[src/rtl/rom_cmd_pkg.sv]
package rom_cmd_pkg;
  localparam int CMD_BITS = 8;
  localparam int FAM_BITS = 8;
  localparam int SER_BITS = 48;
  localparam int CRC_BITS = 8;

  localparam logic [7:0] OP_READ   = 8'h33;
  localparam logic [7:0] OP_MATCH  = 8'h55;
  localparam logic [7:0] OP_SEARCH = 8'hF0;
  localparam logic [7:0] OP_SKIP   = 8'hCC;

  // reflected form of x^8 + x^5 + x^4 + 1
  localparam logic [7:0] CRC_TAPS = 8'h8C;

  typedef enum logic [2:0] {
    ST_CMD,
    ST_READ,
    ST_MATCH,
    ST_SBIT,
    ST_SCMP,
    ST_SDIR,
    ST_GRANT,
    ST_DEAD
  } eng_state_t;
endpackage

[src/rtl/rce_id_gen.sv]
module rce_id_gen import rom_cmd_pkg::*; #(
  parameter logic [FAM_BITS-1:0] FAMILY_CODE = 8'h08,
  parameter logic [SER_BITS-1:0] SERIAL_NO   = 48'h00A3_5C71_E904
) (
  output logic [FAM_BITS+SER_BITS+CRC_BITS-1:0] id_o
);
  localparam int BODY_BITS = FAM_BITS + SER_BITS;

  logic [BODY_BITS-1:0]           body;
  logic [BODY_BITS:0][CRC_BITS-1:0] stage;

  assign body     = {SERIAL_NO, FAMILY_CODE};
  assign stage[0] = '0;

  // one shift-and-xor stage per body bit, lowest bit first
  for (genvar g = 0; g < BODY_BITS; g++) begin : g_crc
    logic fb;
    assign fb           = stage[g][0] ^ body[g];
    assign stage[g + 1] = (stage[g] >> 1) ^ (fb ? CRC_TAPS : '0);
  end

  assign id_o = {stage[BODY_BITS], body};
endmodule

[src/rtl/rce_bitcnt.sv]
module rce_bitcnt #(
  parameter int W = 6
) (
  input  logic         clk,
  input  logic         rst_n,
  input  logic         clr,
  input  logic         inc,
  output logic [W-1:0] q
);
  logic [W-1:0] q_n;

  always_comb begin
    q_n = q;
    if (clr)      q_n = '0;
    else if (inc) q_n = q + 1'b1;
  end

  always_ff @(posedge clk or negedge rst_n) begin
    if (!rst_n)          q <= '0;
    else if (clr || inc) q <= q_n;
  end
endmodule

[src/rtl/rce_cmd_sr.sv]
module rce_cmd_sr #(
  parameter int W = 8
) (
  input  logic         clk,
  input  logic         rst_n,
  input  logic         clr,
  input  logic         shift_en,
  input  logic         bit_i,
  output logic [W-1:0] q
);
  logic [W-1:0] q_n;

  // first bit received ends up in bit 0 after W shifts
  always_comb begin
    q_n = q;
    if (clr)           q_n = '0;
    else if (shift_en) q_n = {bit_i, q[W-1:1]};
  end

  always_ff @(posedge clk or negedge rst_n) begin
    if (!rst_n)               q <= '0;
    else if (clr || shift_en) q <= q_n;
  end
endmodule

[src/rtl/rom_cmd_engine.sv]
module rom_cmd_engine import rom_cmd_pkg::*; #(
  parameter logic [7:0]  FAMILY_CODE = 8'h08,
  parameter logic [47:0] SERIAL_NO   = 48'h00A3_5C71_E904
) (
  input  logic clk,
  input  logic rst_n,
  input  logic line_rst,
  input  logic wr_stb,
  input  logic wr_bit,
  input  logic rd_stb,
  output logic tx_en,
  output logic tx_bit,
  output logic mem_en
);
  localparam int ID_BITS = FAM_BITS + SER_BITS + CRC_BITS;
  localparam int CNT_W   = $clog2(ID_BITS);
  localparam logic [CNT_W-1:0] CNT_LAST = CNT_W'(ID_BITS - 1);
  localparam logic [CNT_W-1:0] CMD_LAST = CNT_W'(CMD_BITS - 1);

  eng_state_t           st, st_n;
  logic [ID_BITS-1:0]   id;
  logic [CNT_W-1:0]     cnt;
  logic [CMD_BITS-1:0]  cmd_q, cmd_full;
  logic                 cnt_clr, cnt_inc, cmd_shift;
  logic                 id_bit, last;

  rce_id_gen #(.FAMILY_CODE(FAMILY_CODE), .SERIAL_NO(SERIAL_NO)) u_id (
    .id_o(id)
  );

  rce_bitcnt #(.W(CNT_W)) u_cnt (
    .clk(clk), .rst_n(rst_n), .clr(cnt_clr), .inc(cnt_inc), .q(cnt)
  );

  assign cmd_shift = (st == ST_CMD) && wr_stb && !line_rst;

  rce_cmd_sr #(.W(CMD_BITS)) u_cmd (
    .clk(clk), .rst_n(rst_n), .clr(line_rst), .shift_en(cmd_shift),
    .bit_i(wr_bit), .q(cmd_q)
  );

  assign cmd_full = {wr_bit, cmd_q[CMD_BITS-1:1]};
  assign id_bit   = id[cnt];
  assign last     = (cnt == CNT_LAST);

  always_comb begin
    st_n    = st;
    cnt_clr = 1'b0;
    cnt_inc = 1'b0;
    if (line_rst) begin
      st_n    = ST_CMD;
      cnt_clr = 1'b1;
    end else begin
      unique case (st)
        ST_CMD: if (wr_stb) begin
          if (cnt == CMD_LAST) begin
            cnt_clr = 1'b1;
            case (cmd_full)
              OP_READ:   st_n = ST_READ;
              OP_MATCH:  st_n = ST_MATCH;
              OP_SEARCH: st_n = ST_SBIT;
              OP_SKIP:   st_n = ST_GRANT;
              default:   st_n = ST_DEAD;
            endcase
          end else begin
            cnt_inc = 1'b1;
          end
        end
        ST_READ: if (rd_stb) begin
          if (last) st_n = ST_GRANT;
          else      cnt_inc = 1'b1;
        end
        ST_MATCH: if (wr_stb) begin
          if (wr_bit != id_bit) st_n = ST_DEAD;
          else if (last)        st_n = ST_GRANT;
          else                  cnt_inc = 1'b1;
        end
        ST_SBIT: if (rd_stb) st_n = ST_SCMP;
        ST_SCMP: if (rd_stb) st_n = ST_SDIR;
        ST_SDIR: if (wr_stb) begin
          if (wr_bit != id_bit) st_n = ST_DEAD;
          else if (last)        st_n = ST_GRANT;
          else begin
            cnt_inc = 1'b1;
            st_n    = ST_SBIT;
          end
        end
        default: ;
      endcase
    end
  end

  always_ff @(posedge clk or negedge rst_n) begin
    if (!rst_n) st <= ST_CMD;
    else        st <= st_n;
  end

  assign tx_en  = (st == ST_READ) || (st == ST_SBIT) || (st == ST_SCMP);
  assign tx_bit = (st == ST_SCMP) ? ~id_bit : id_bit;
  assign mem_en = (st == ST_GRANT);

  AST_LINE_RST_DROPS_GRANT: assert property (@(posedge clk) disable iff (!rst_n)
    line_rst |=> !mem_en);

  AST_SILENT_HOLDS: assert property (@(posedge clk) disable iff (!rst_n)
    (st == ST_DEAD && !line_rst) |=> (!tx_en && !mem_en));

  AST_SEARCH_COMPLEMENT: assert property (@(posedge clk) disable iff (!rst_n)
    (st == ST_SBIT && rd_stb && !line_rst) |=> (tx_en && tx_bit == !$past(tx_bit)));

  AST_SKIP_GRANTS: assert property (@(posedge clk) disable iff (!rst_n)
    (st == ST_CMD && wr_stb && !line_rst && cnt == CMD_LAST && cmd_full == OP_SKIP)
    |=> mem_en);

  AST_READ_END_GRANTS: assert property (@(posedge clk) disable iff (!rst_n)
    (st == ST_READ && rd_stb && !line_rst && last) |=> mem_en);

  AST_NO_DRIVE_WHEN_GRANTED: assert property (@(posedge clk) disable iff (!rst_n)
    mem_en |-> !tx_en);
endmodule

[config.mk]
export PLATFORM = sky130hd
export DESIGN_NAME = rom_cmd_engine
export DESIGN_NICKNAME = d
export VERILOG_FILES = /design/src/rtl/rom_cmd_pkg.sv /design/src/rtl/rce_id_gen.sv /design/src/rtl/rce_bitcnt.sv /design/src/rtl/rce_cmd_sr.sv /design/src/rtl/rom_cmd_engine.sv
export SDC_FILE = /design/constraint.sdc
export NUM_CORES = 1
export LEC_CHECK = 0
export ABC_CLOCK_PERIOD_IN_PS = 3300
export CAP_MARGIN = 20
export CORE_ASPECT_RATIO = 1.2
export CORE_MARGIN = 10
export CORE_UTILIZATION = 55
export CTS_BUF_LIST = sky130_fd_sc_hd__clkbuf_4 sky130_fd_sc_hd__clkbuf_8
export CTS_CLUSTER_SIZE = 40
export DETAILED_ROUTE_END_ITERATION = 8
export PLACE_DENSITY_LB_ADDON = 0.12
export REMOVE_ABC_BUFFERS = 1
export SLEW_MARGIN = 20
export SYNTH_ARGS = -nofsm -noshare
export SYNTH_HDL_FRONTEND = slang
export SYNTH_HIERARCHICAL = 1
export SYNTH_SLANG_ARGS = --single-unit
export TNS_END_PERCENT = 50
[constraint.sdc]
create_clock -name clk -period 3.3 [get_ports clk]
set_input_delay 0.495 -clock clk [delete_from_list [all_inputs] [get_ports clk]]
set_output_delay 0.495 -clock clk [all_outputs]
set_load 0.01 [all_outputs]
==> flow_summary.json, run 1 <==
{
  "max_slew_margin": 0.500,
  "cts_tree": "done",
  "nNetsFinal": 275,
  "vias_per_cell": 4.97,
  "wire_per_inst_um": 12.6,
  "clock_sinks": 16,
  "drt_pass1_iterations": 4,
  "setup_violations": 0,
  "sw_frac_of_total": 0.399,
  "ctsRootBufferMaster": "clkbuf_8",
  "routed_wl_mm": 4.04,
  "coreArea_um2": 3940,
  "p_int_uw": 652,
  "final.setup.tns_ps": 0,
  "post-route-util": 0.563,
  "vias": 1594,
  "reg2reg_setup_slack_ps": 470,
  "rows": 25,
  "fin_crit_sh": 0.940,
  "clockBufferDepth": 2,
  "initial_utilization": 0.570,
  "dpl.hpwl_mm": 3.16,
  "track_usage": 0.117,
  "ys_warn_count": 6,
  "syn_avg_cell_area_um2": 8.74,
  "synthCells": 257,
  "antenna_found_initial": 0,
  "final-hold-violation-count": 0,
  "wl_met3_um": 77,
  "vdd_drop_max_uv": 209,
  "grt-ovfl-total": 0,
  "clkTransAtPathRegs_ps": 70,
  "min_period_ps": 3100,
  "drv_cap": 0,
  "report.final.slew_viol_count": 0,
  "path_max_fanout": 14,
  "switchingPower_uw": 432,
  "cp-startpoint": "u_cnt/q[1]",
  "drive_gt1_frac": 0.109,
  "leakagePower_nw": 0.944,
  "required_ps": 2800,
  "cp_data_arrival_time_ps": 2610,
  "whs_ps": 595,
  "final_cell_mix": "conb_1, nor2_1, mux2i_1, dfrtp_1, nand2_1",
  "drc_errors": 0,
  "synth_area_um2": 2250,
  "seqPwrFrac": 0.259,
  "die_w_um": 78.4,
  "hold_class": "flip-flop to flip-flop",
  "end_kind": "output port",
  "top_layer": "met4",
  "die_area_um2": 7050,
  "grt_first_pass_wirelength_mm": 7.07,
  "combPwrFrac": 0.580,
  "startpoint_type": "flip-flop",
  "numCtsBuffers": 3,
  "clkPwrFrac": 0.161,
  "finClkSkew_ps": 1.05,
  "path_class": "flip-flop to output port",
  "antenna_left": 0,
  "die_h_um": 90.0,
  "grt_pass1_vias": 1560,
  "synthToLayoutAreaGrowth_pct": -1.34,
  "tightest_slew_ps": 747,
  "io_buffer_count": 8,
  "grt_max_degree": 18,
  "num_io_pins": 9,
  "diodes": 0,
  "layout_commonest_cell": "conb_1",
  "gp_congestion": 0.849,
  "postCtsSetupRepairBufs": 0,
  "initialDrtViolationCount": 95,
  "power_density_nw_per_um2": 489,
  "rsz0062_at_grt": "no",
  "met2_length_mm": 2.09,
  "met1Wirelength_mm": 1.81,
  "status": "completed",
  "holdCritStartpoint": "u_cmd/q[3]",
  "fmax_mhz": 322,
  "insertion_delay_ps": 240,
  "cts_max_level": 1,
  "r2r_start": "u_cnt/q[1]"
}
## through the flow
step                      worst slack, ps  instances  instance area [µm²]  power, mW
after floorplan                       248        243                 1920      0.705
after global placement                346        317                 2160      0.911
after detailed placement              314        317                 2160      0.908
after CTS                            34.0        321                 2210       1.08
after global routing                 56.5        321                 2220       1.17
final                                 197        321                 2220       1.08
## what timing repair did
action / 4_1_cts / 5_1_grt
hold buffers: 0 / 0
setup endpoints to repair: 0 / 1
resized for setup: 0 / 2
## layer usage
| metal | vias to the layer above | global-route usage |
|---|---|---|
| li1 | 814 | - |
| met1 | 753 | 0.136 |
| met2 | 21 | 0.216 |
| met3 | 6 | 0.0110 |
| met4 | 0 | 0.0374 |
| met5 | - | 0 |
## flip-flops by register name (all words and copies together), names as in the netlist
name,count
st,3
u_cnt/q,6
u_cmd/q,7
## power groups by stage
stage	clock network [mW]	logic (mW)	registers (mW)
6_report	0.175	0.629	0.281
2_1_floorplan	0	0.396	0.309
3_5_place_dp	0	0.625	0.283
4_1_cts	0.177	0.627	0.279
3_3_place_gp	0	0.627	0.283
5_1_grt	0.184	0.696	0.287
## critical path: stages (launching register included)
cell,delay (ps)
dfrtp_2,530
buf_4,210
mux2_1,310
o221ai_1,150
nor2_1,70
nor4_2,270
a21oi_2,100
xnor2_1,160
clkdlybuf4s50_1,550
## final timing paths
| check | endpoint | cells after the start |
|---|---|---|
| setup / recovery | tx_bit | 8 |
| hold / removal | u_cmd/q[3] | 2 |
| setup reg to reg | u_cnt/q[5] | 11 |
| hold reg to reg | u_cmd/q[3] | 2 |
| max in group asynchronous | u_cnt/q[1] | 1 |
| min in group asynchronous | u_cmd/q[2] | 1 |
## layout make-up
cell class | instances | area [µm²]
fill | 414 | 1720
tap | 54 | 67.6
multi-input combinational | 221 | 1500
sequential | 16 | 403
inverter | 6 | 22.5
clock buffer | 4 | 55.1
timing repair buffer | 20 | 170
Power figures use the tool's default switching activity.
==> run 2: changes to the inputs <==
--- a/config.mk
+++ b/config.mk
@@ -7,12 +7,13 @@
 export LEC_CHECK = 0
 export ABC_CLOCK_PERIOD_IN_PS = 3300
 export CAP_MARGIN = 20
-export CORE_ASPECT_RATIO = 1.2
+export CORE_ASPECT_RATIO = 0.7
 export CORE_MARGIN = 10
 export CORE_UTILIZATION = 55
 export CTS_BUF_LIST = sky130_fd_sc_hd__clkbuf_4 sky130_fd_sc_hd__clkbuf_8
 export CTS_CLUSTER_SIZE = 40
 export DETAILED_ROUTE_END_ITERATION = 8
+export DONT_BUFFER_PORTS = 1
 export PLACE_DENSITY_LB_ADDON = 0.12
 export REMOVE_ABC_BUFFERS = 1
 export SLEW_MARGIN = 20
==> run 2 against run 1 <==
Compared with the run above:
- sequential power grew 6%
- largest cell class unchanged
- first-iteration DRC count grew 47%
- power shrank 5.1%
- critical path type is now flip-flop to flip-flop
- wire length grew 2.6%
- register-to-register slack lost 70 ps
- utilization shrank 2.6 points
- combinational power shrank 13%
- sequential share of layout area grew 0.85 points
==> flow_summary.json, run 2 (synthesized netlist as in run 1, its figures left out) <==
{
  "status": "completed",
  "grt_max_degree": 19,
  "cts_max_level": 1,
  "gp_congestion": 0.827,
  "max_slew_margin": 0.438,
  "required_ps": 3490,
  "coreArea_um2": 3920,
  "routed_wl_mm": 4.15,
  "min_period_ps": 2900,
  "multi_input_area_um2": 1500,
  "nNetsFinal": 263,
  "path_cells": "buf_4 > mux2_1 > o221ai_1 > nor2_1 > nor4_2 > a21oi_2 > xnor2_1 > a22o_1 > nand4_2 > or3_1 > a21oi_1",
  "regMostFlops": "u_cmd/q",
  "power_density_nw_per_um2": 489,
  "die_w_um": 96.4,
  "dpl.hpwl_mm": 3.19,
  "setup_violations": 0,
  "report.final.slew_viol_count": 0,
  "path_buf_inv": 1,
  "diodes": 0,
  "grt-ovfl-total": 0,
  "numCtsBuffers": 3,
  "clock_sinks": 16,
  "hold_class": "input pin to flip-flop",
  "dpl_cell_area_um2": 2040,
  "fillers": 398,
  "vias_per_cell": 5.18,
  "initial_utilization": 0.573,
  "num_io_pins": 9,
  "final-hold-violation-count": 0,
  "final.setup.tns_ps": 0,
  "layout_commonest_cell": "conb_1",
  "initialDrtViolationCount": 140,
  "clockBufferDepth": 2,
  "largest_reg_flops": 7,
  "tightest_slew_ps": 841,
  "synthToLayoutAreaGrowth_pct": -6.35,
  "drt_pass1_iterations": 5,
  "wire_per_inst_um": 13.5,
  "end_kind": "flip-flop",
  "postCtsSetupRepairBufs": 0,
  "insertion_delay_ps": 260,
  "path_delay_family": "simple AND/OR/NAND/NOR gates",
  "switchingPower_uw": 432,
  "fin_crit_sh": 0.877,
  "die_h_um": 73.5,
  "cp_data_arrival_time_ps": 3080,
  "path_max_fanout": 14,
  "grt_pass1_vias": 1424,
  "startpoint_type": "flip-flop",
  "rsz0062_at_grt": "no",
  "vdd_drop_max_uv": 264,
  "slowest_delay_ps": 580,
  "vias": 1589,
  "clkTransAtPathRegs_ps": 70,
  "drc_errors": 0,
  "fmax_mhz": 345,
  "cts_tree": "done",
  "clkPwrFrac": 0.175,
  "drive_gt1_frac": 0.0863,
  "path_class": "flip-flop to flip-flop",
  "drv_cap": 0,
  "sw_frac_of_total": 0.420,
  "cts_hold_buffers": 1,
  "top_regs": "u_cmd/q (7), u_cnt/q (6), st (3)",
  "track_usage": 0.123,
  "p_int_uw": 597,
  "ctsRootBufferMaster": "clkbuf_8",
  "cts-resized-gates": 0,
  "die_area_um2": 7080,
  "final_cell_mix": "conb_1, nor2_1, mux2i_1, dfrtp_1, nand2_1",
  "grt_first_pass_wirelength_mm": 6.92,
  "seqPwrFrac": 0.291,
  "leakagePower_nw": 0.895,
  "io_buffer_count": 0,
  "stdcell_area_um2": 2100,
  "cp_slowest_cell": "dfrtp_1",
  "combPwrFrac": 0.534,
  "antenna_left": 0,
  "antenna_found_initial": 0,
  "finClkSkew_ps": 7.59,
  "rows": 19,
  "ff_latch_area_um2": 400
}
[run 2: cell count changes in the layout (fill, tap and decap cells not counted), sizes merged]
cell,previous run,this run
buf,12,7
dlygate4sd3,0,1
clkdlybuf4s50,8,0
[run 2: power by group through the flow]
stage          Clock, mW  Combinational, mW  Sequential [mW]
3_3_place_gp           0              0.531            0.301
5_1_grt            0.194              0.598            0.310
3_5_place_dp           0              0.536            0.303
2_1_floorplan          0              0.396            0.309
6_report           0.180              0.549            0.299
4_1_cts            0.185              0.542            0.299
[run 2: metal layers]
| layer | vias up | wire, µm | track usage | part of all wire |
|---|---|---|---|---|
| met1 | 751 | 2150 | 0.180 | 0.52 |
| met3 | 10 | 240 | 0.0336 | 0.058 |
| met2 | 34 | 1680 | 0.168 | 0.40 |
| met5 | - | 0 | 0 | 0 |
| met4 | 0 | 80 | 0.0354 | 0.019 |
| li1 | 794 | - | - | - |
[run 2: worst register-to-register path: stages (launching register included)]
cell and delay (ps):
dfrtp_1 580, buf_4 290, mux2_1 310, o221ai_1 160
nor2_1 70, nor4_2 280, a21oi_2 90, xnor2_1 200
a22o_1 200, nand4_2 140, or3_1 370, a21oi_1 140
[run 2: through the flow]
step | instances | worst slack, ps | hold slack, ps | total power [mW] | utilization
after floorplan | 243 | 248 | 199 | 0.705 | -
after global placement | 302 | 437 | 200 | 0.833 | 0.520
after detailed placement | 302 | 393 | 200 | 0.839 | 0.520
after CTS | 307 | 379 | 294 | 1.03 | 0.537
after global routing | 307 | 139 | 287 | 1.10 | 0.537
final | 307 | 405 | 295 | 1.03 | 0.537
[run 2: area by class of cell]
type / instances / share of cell area
tap: 52 / 0.0309
clock buffer: 4 / 0.0262
multi-input combinational: 221 / 0.712
timing repair buffer: 8 / 0.0297
sequential: 16 / 0.190
inverter: 6 / 0.0107
[run 2: final timing paths]
kind                       slack [ps]         end        from  cells after the start
setup / recovery                  400  u_cnt/q[5]  u_cnt/q[1]                     11
hold reg to reg                   610  u_cmd/q[5]  u_cmd/q[5]                      2
setup reg to reg                  400  u_cnt/q[5]  u_cnt/q[1]                     11
min in group asynchronous         740       st[1]       rst_n                      1
hold / removal                    300  u_cmd/q[7]    line_rst                      1
max in group asynchronous        2080  u_cnt/q[4]       rst_n                      1
==> run 3: changes to the inputs <==
--- a/config.mk
+++ b/config.mk
@@ -8,7 +8,6 @@
 export ABC_CLOCK_PERIOD_IN_PS = 3300
 export CAP_MARGIN = 20
 export CORE_ASPECT_RATIO = 0.7
-export CORE_MARGIN = 10
 export CORE_UTILIZATION = 55
 export CTS_BUF_LIST = sky130_fd_sc_hd__clkbuf_4 sky130_fd_sc_hd__clkbuf_8
 export CTS_CLUSTER_SIZE = 40
==> run 3 against run 2 <==
Compared with the run above:
- cell count grew 0.33%
- non-clock buffer count grew 1
- sequential share of layout area down 0.068 points
- die area decreased by 39%
- largest cell class unchanged
- critical path depth is 1 lower
- power barely moved
- global-route usage grew 8.3 points
- sequential power fell by 2%
- critical endpoint unchanged
- clock power barely moved
- highest routed layer unchanged
- combinational power increased by 1%
==> flow_summary.json, run 3 (synthesized netlist as in run 1, its figures left out) <==
{
  "status": "completed",
  "fmax_mhz": 330,
  "dp.cells": 303,
  "r2r-end": "u_cnt/q[5]",
  "path_max_fanout": 12,
  "min_period_ps": 3030,
  "numCtsBuffers": 3,
  "track_usage": 0.206,
  "largest_reg_flops": 7,
  "vias_per_cell": 5.15,
  "cp_slowest_cell": "dfrtp_1",
  "top_regs": "u_cmd/q (7), u_cnt/q (6), st (3)",
  "grt_max_degree": 18,
  "path_class": "flip-flop to flip-flop",
  "routed_wl_mm": 4.07,
  "antenna_found_initial": 0,
  "drive_gt1_frac": 0.0898,
  "path_delay_family": "simple AND/OR/NAND/NOR gates",
  "tightest_slew_ps": 857,
  "die_h_um": 55.5,
  "grt_first_pass_wirelength_mm": 6.98,
  "cp_data_arrival_time_ps": 3220,
  "nNetsFinal": 264,
  "regMostFlops": "u_cmd/q",
  "startpoint_type": "flip-flop",
  "die_w_um": 78.4,
  "fin_crit_sh": 0.919,
  "r2r_start": "u_cnt/q[0]",
  "final-hold-violation-count": 0,
  "ctsRootBufferMaster": "clkbuf_8",
  "final_cell_mix": "conb_1, nor2_1, mux2i_1, dfrtp_1, nand2_1",
  "end_kind": "flip-flop",
  "grt_pass1_vias": 1452,
  "final.setup.tns_ps": 0,
  "power_density_nw_per_um2": 487,
  "cts_max_level": 1,
  "grt-ovfl-total": 0,
  "reg2reg_depth": 10,
  "drt_pass1_iterations": 4,
  "coreArea_um2": 3920,
  "hold_class": "input pin to flip-flop",
  "clkTransAtPathRegs_ps": 70,
  "vias": 1586,
  "setup_violations": 0,
  "path_cells": "buf_4 > mux4_1 > o21ai_0 > and4_1 > a21oi_2 > xnor2_1 > a22o_1 > nand4_2 > or3_1 > a21oi_1",
  "gp_congestion": 0.824,
  "finClkSkew_ps": 8.25,
  "ff_latch_area_um2": 400,
  "leakagePower_nw": 0.901,
  "initialDrtViolationCount": 87,
  "setup_ws_ps": 268,
  "antenna_left": 0,
  "cp_num_cells": 10,
  "die_area_um2": 4350,
  "crit_path_end": "u_cnt/q[5]",
  "pre_cts_ws_ps": 282,
  "layout_commonest_cell": "conb_1",
  "diodes": 0,
  "num_io_pins": 9,
  "wire_per_inst_um": 13.2,
  "fin_cells": 308,
  "max_slew_margin": 0.427,
  "multi_input_area_um2": 1500,
  "rsz0062_at_grt": "no",
  "clock_sinks": 16,
  "io_buffer_count": 0,
  "rows": 19,
  "slowest_delay_ps": 540,
  "vdd_drop_max_uv": 322,
  "reg2reg_setup_slack_ps": 270,
  "insertion_delay_ps": 250,
  "path_buf_inv": 1,
  "synthToLayoutAreaGrowth_pct": -6.01,
  "postCtsSetupRepairBufs": 0,
  "cts_tree": "done",
  "drc_errors": 0,
  "required_ps": 3490,
  "clockBufferDepth": 2,
  "initial_utilization": 0.573,
  "dpl.hpwl_mm": 3.14,
  "drv_cap": 0,
  "cp-startpoint": "u_cnt/q[0]",
  "report.final.slew_viol_count": 0,
  "fillers": 391
}
==> run 3: final cells by class <==
cell class,count,share of cell area
Multi-Input combinational cell,221,0.710
Sequential cell,16,0.190
Timing Repair Buffer,9,0.0332
Tap cell,52,0.0308
Clock buffer,4,0.0261
Inverter,6,0.0107
==> run 3: worst min path at each step <==
stage / startpoint / end / slack, ps / cells past startpoint
finish: line_rst / u_cmd/q[1] / 300 / 1
global route: line_rst / u_cmd/q[1] / 280 / 1
CTS: line_rst / u_cmd/q[1] / 290 / 1
detailed placement: rst_n / st[1] / 200 / 0
global placement: rst_n / st[1] / 200 / 0
floorplan: rst_n / st[0] / 200 / 0
==> run 3: worst reg2reg max path: stages, from the launching register on <==
cell	delay, ps
dfrtp_1	540
buf_4	260
mux4_1	480
o21ai_0	140
and4_1	270
a21oi_2	110
xnor2_1	200
a22o_1	310
nand4_2	170
or3_1	370
a21oi_1	140
==> run 3: routing by layer <==
metal | part of all wire | global-route usage | vias to the layer above
li1 | - | - | 799
met1 | 0.54 | 0.340 | 748
met2 | 0.40 | 0.273 | 37
met3 | 0.062 | 0.0430 | 2
met4 | 0.0022 | 0.0291 | 0
met5 | 0 | 0 | -
==> run 3: metrics by stage <==
stage / cell area [µm²] / hold slack, ps / total power, mW / util
after global placement: 2050 / 200 / 0.835 / 0.522
after floorplan: 1920 / 199 / 0.705 / -
final: 2110 / 299 / 1.03 / 0.538
after detailed placement: 2050 / 200 / 0.839 / 0.522
after CTS: 2110 / 292 / 1.03 / 0.538
after global routing: 2110 / 281 / 1.11 / 0.538
==> run 3: power breakdown <==
| group | internal [mW] | switching (mW) | leakage, nW |
|---|---|---|---|
| registers | 0.220 | 0.0744 | 0.221 |
| logic | 0.270 | 0.285 | 0.651 |
| clock network | 0.106 | 0.0727 | 0.0288 |
==> run 3: what timing repair did <==
| item | in CTS | in global routing |
|---|---|---|
| hold buffers | 1 | 0 |
| hold endpoints to repair | 16 | 0 |
| gates resized for setup | 0 | 0 |
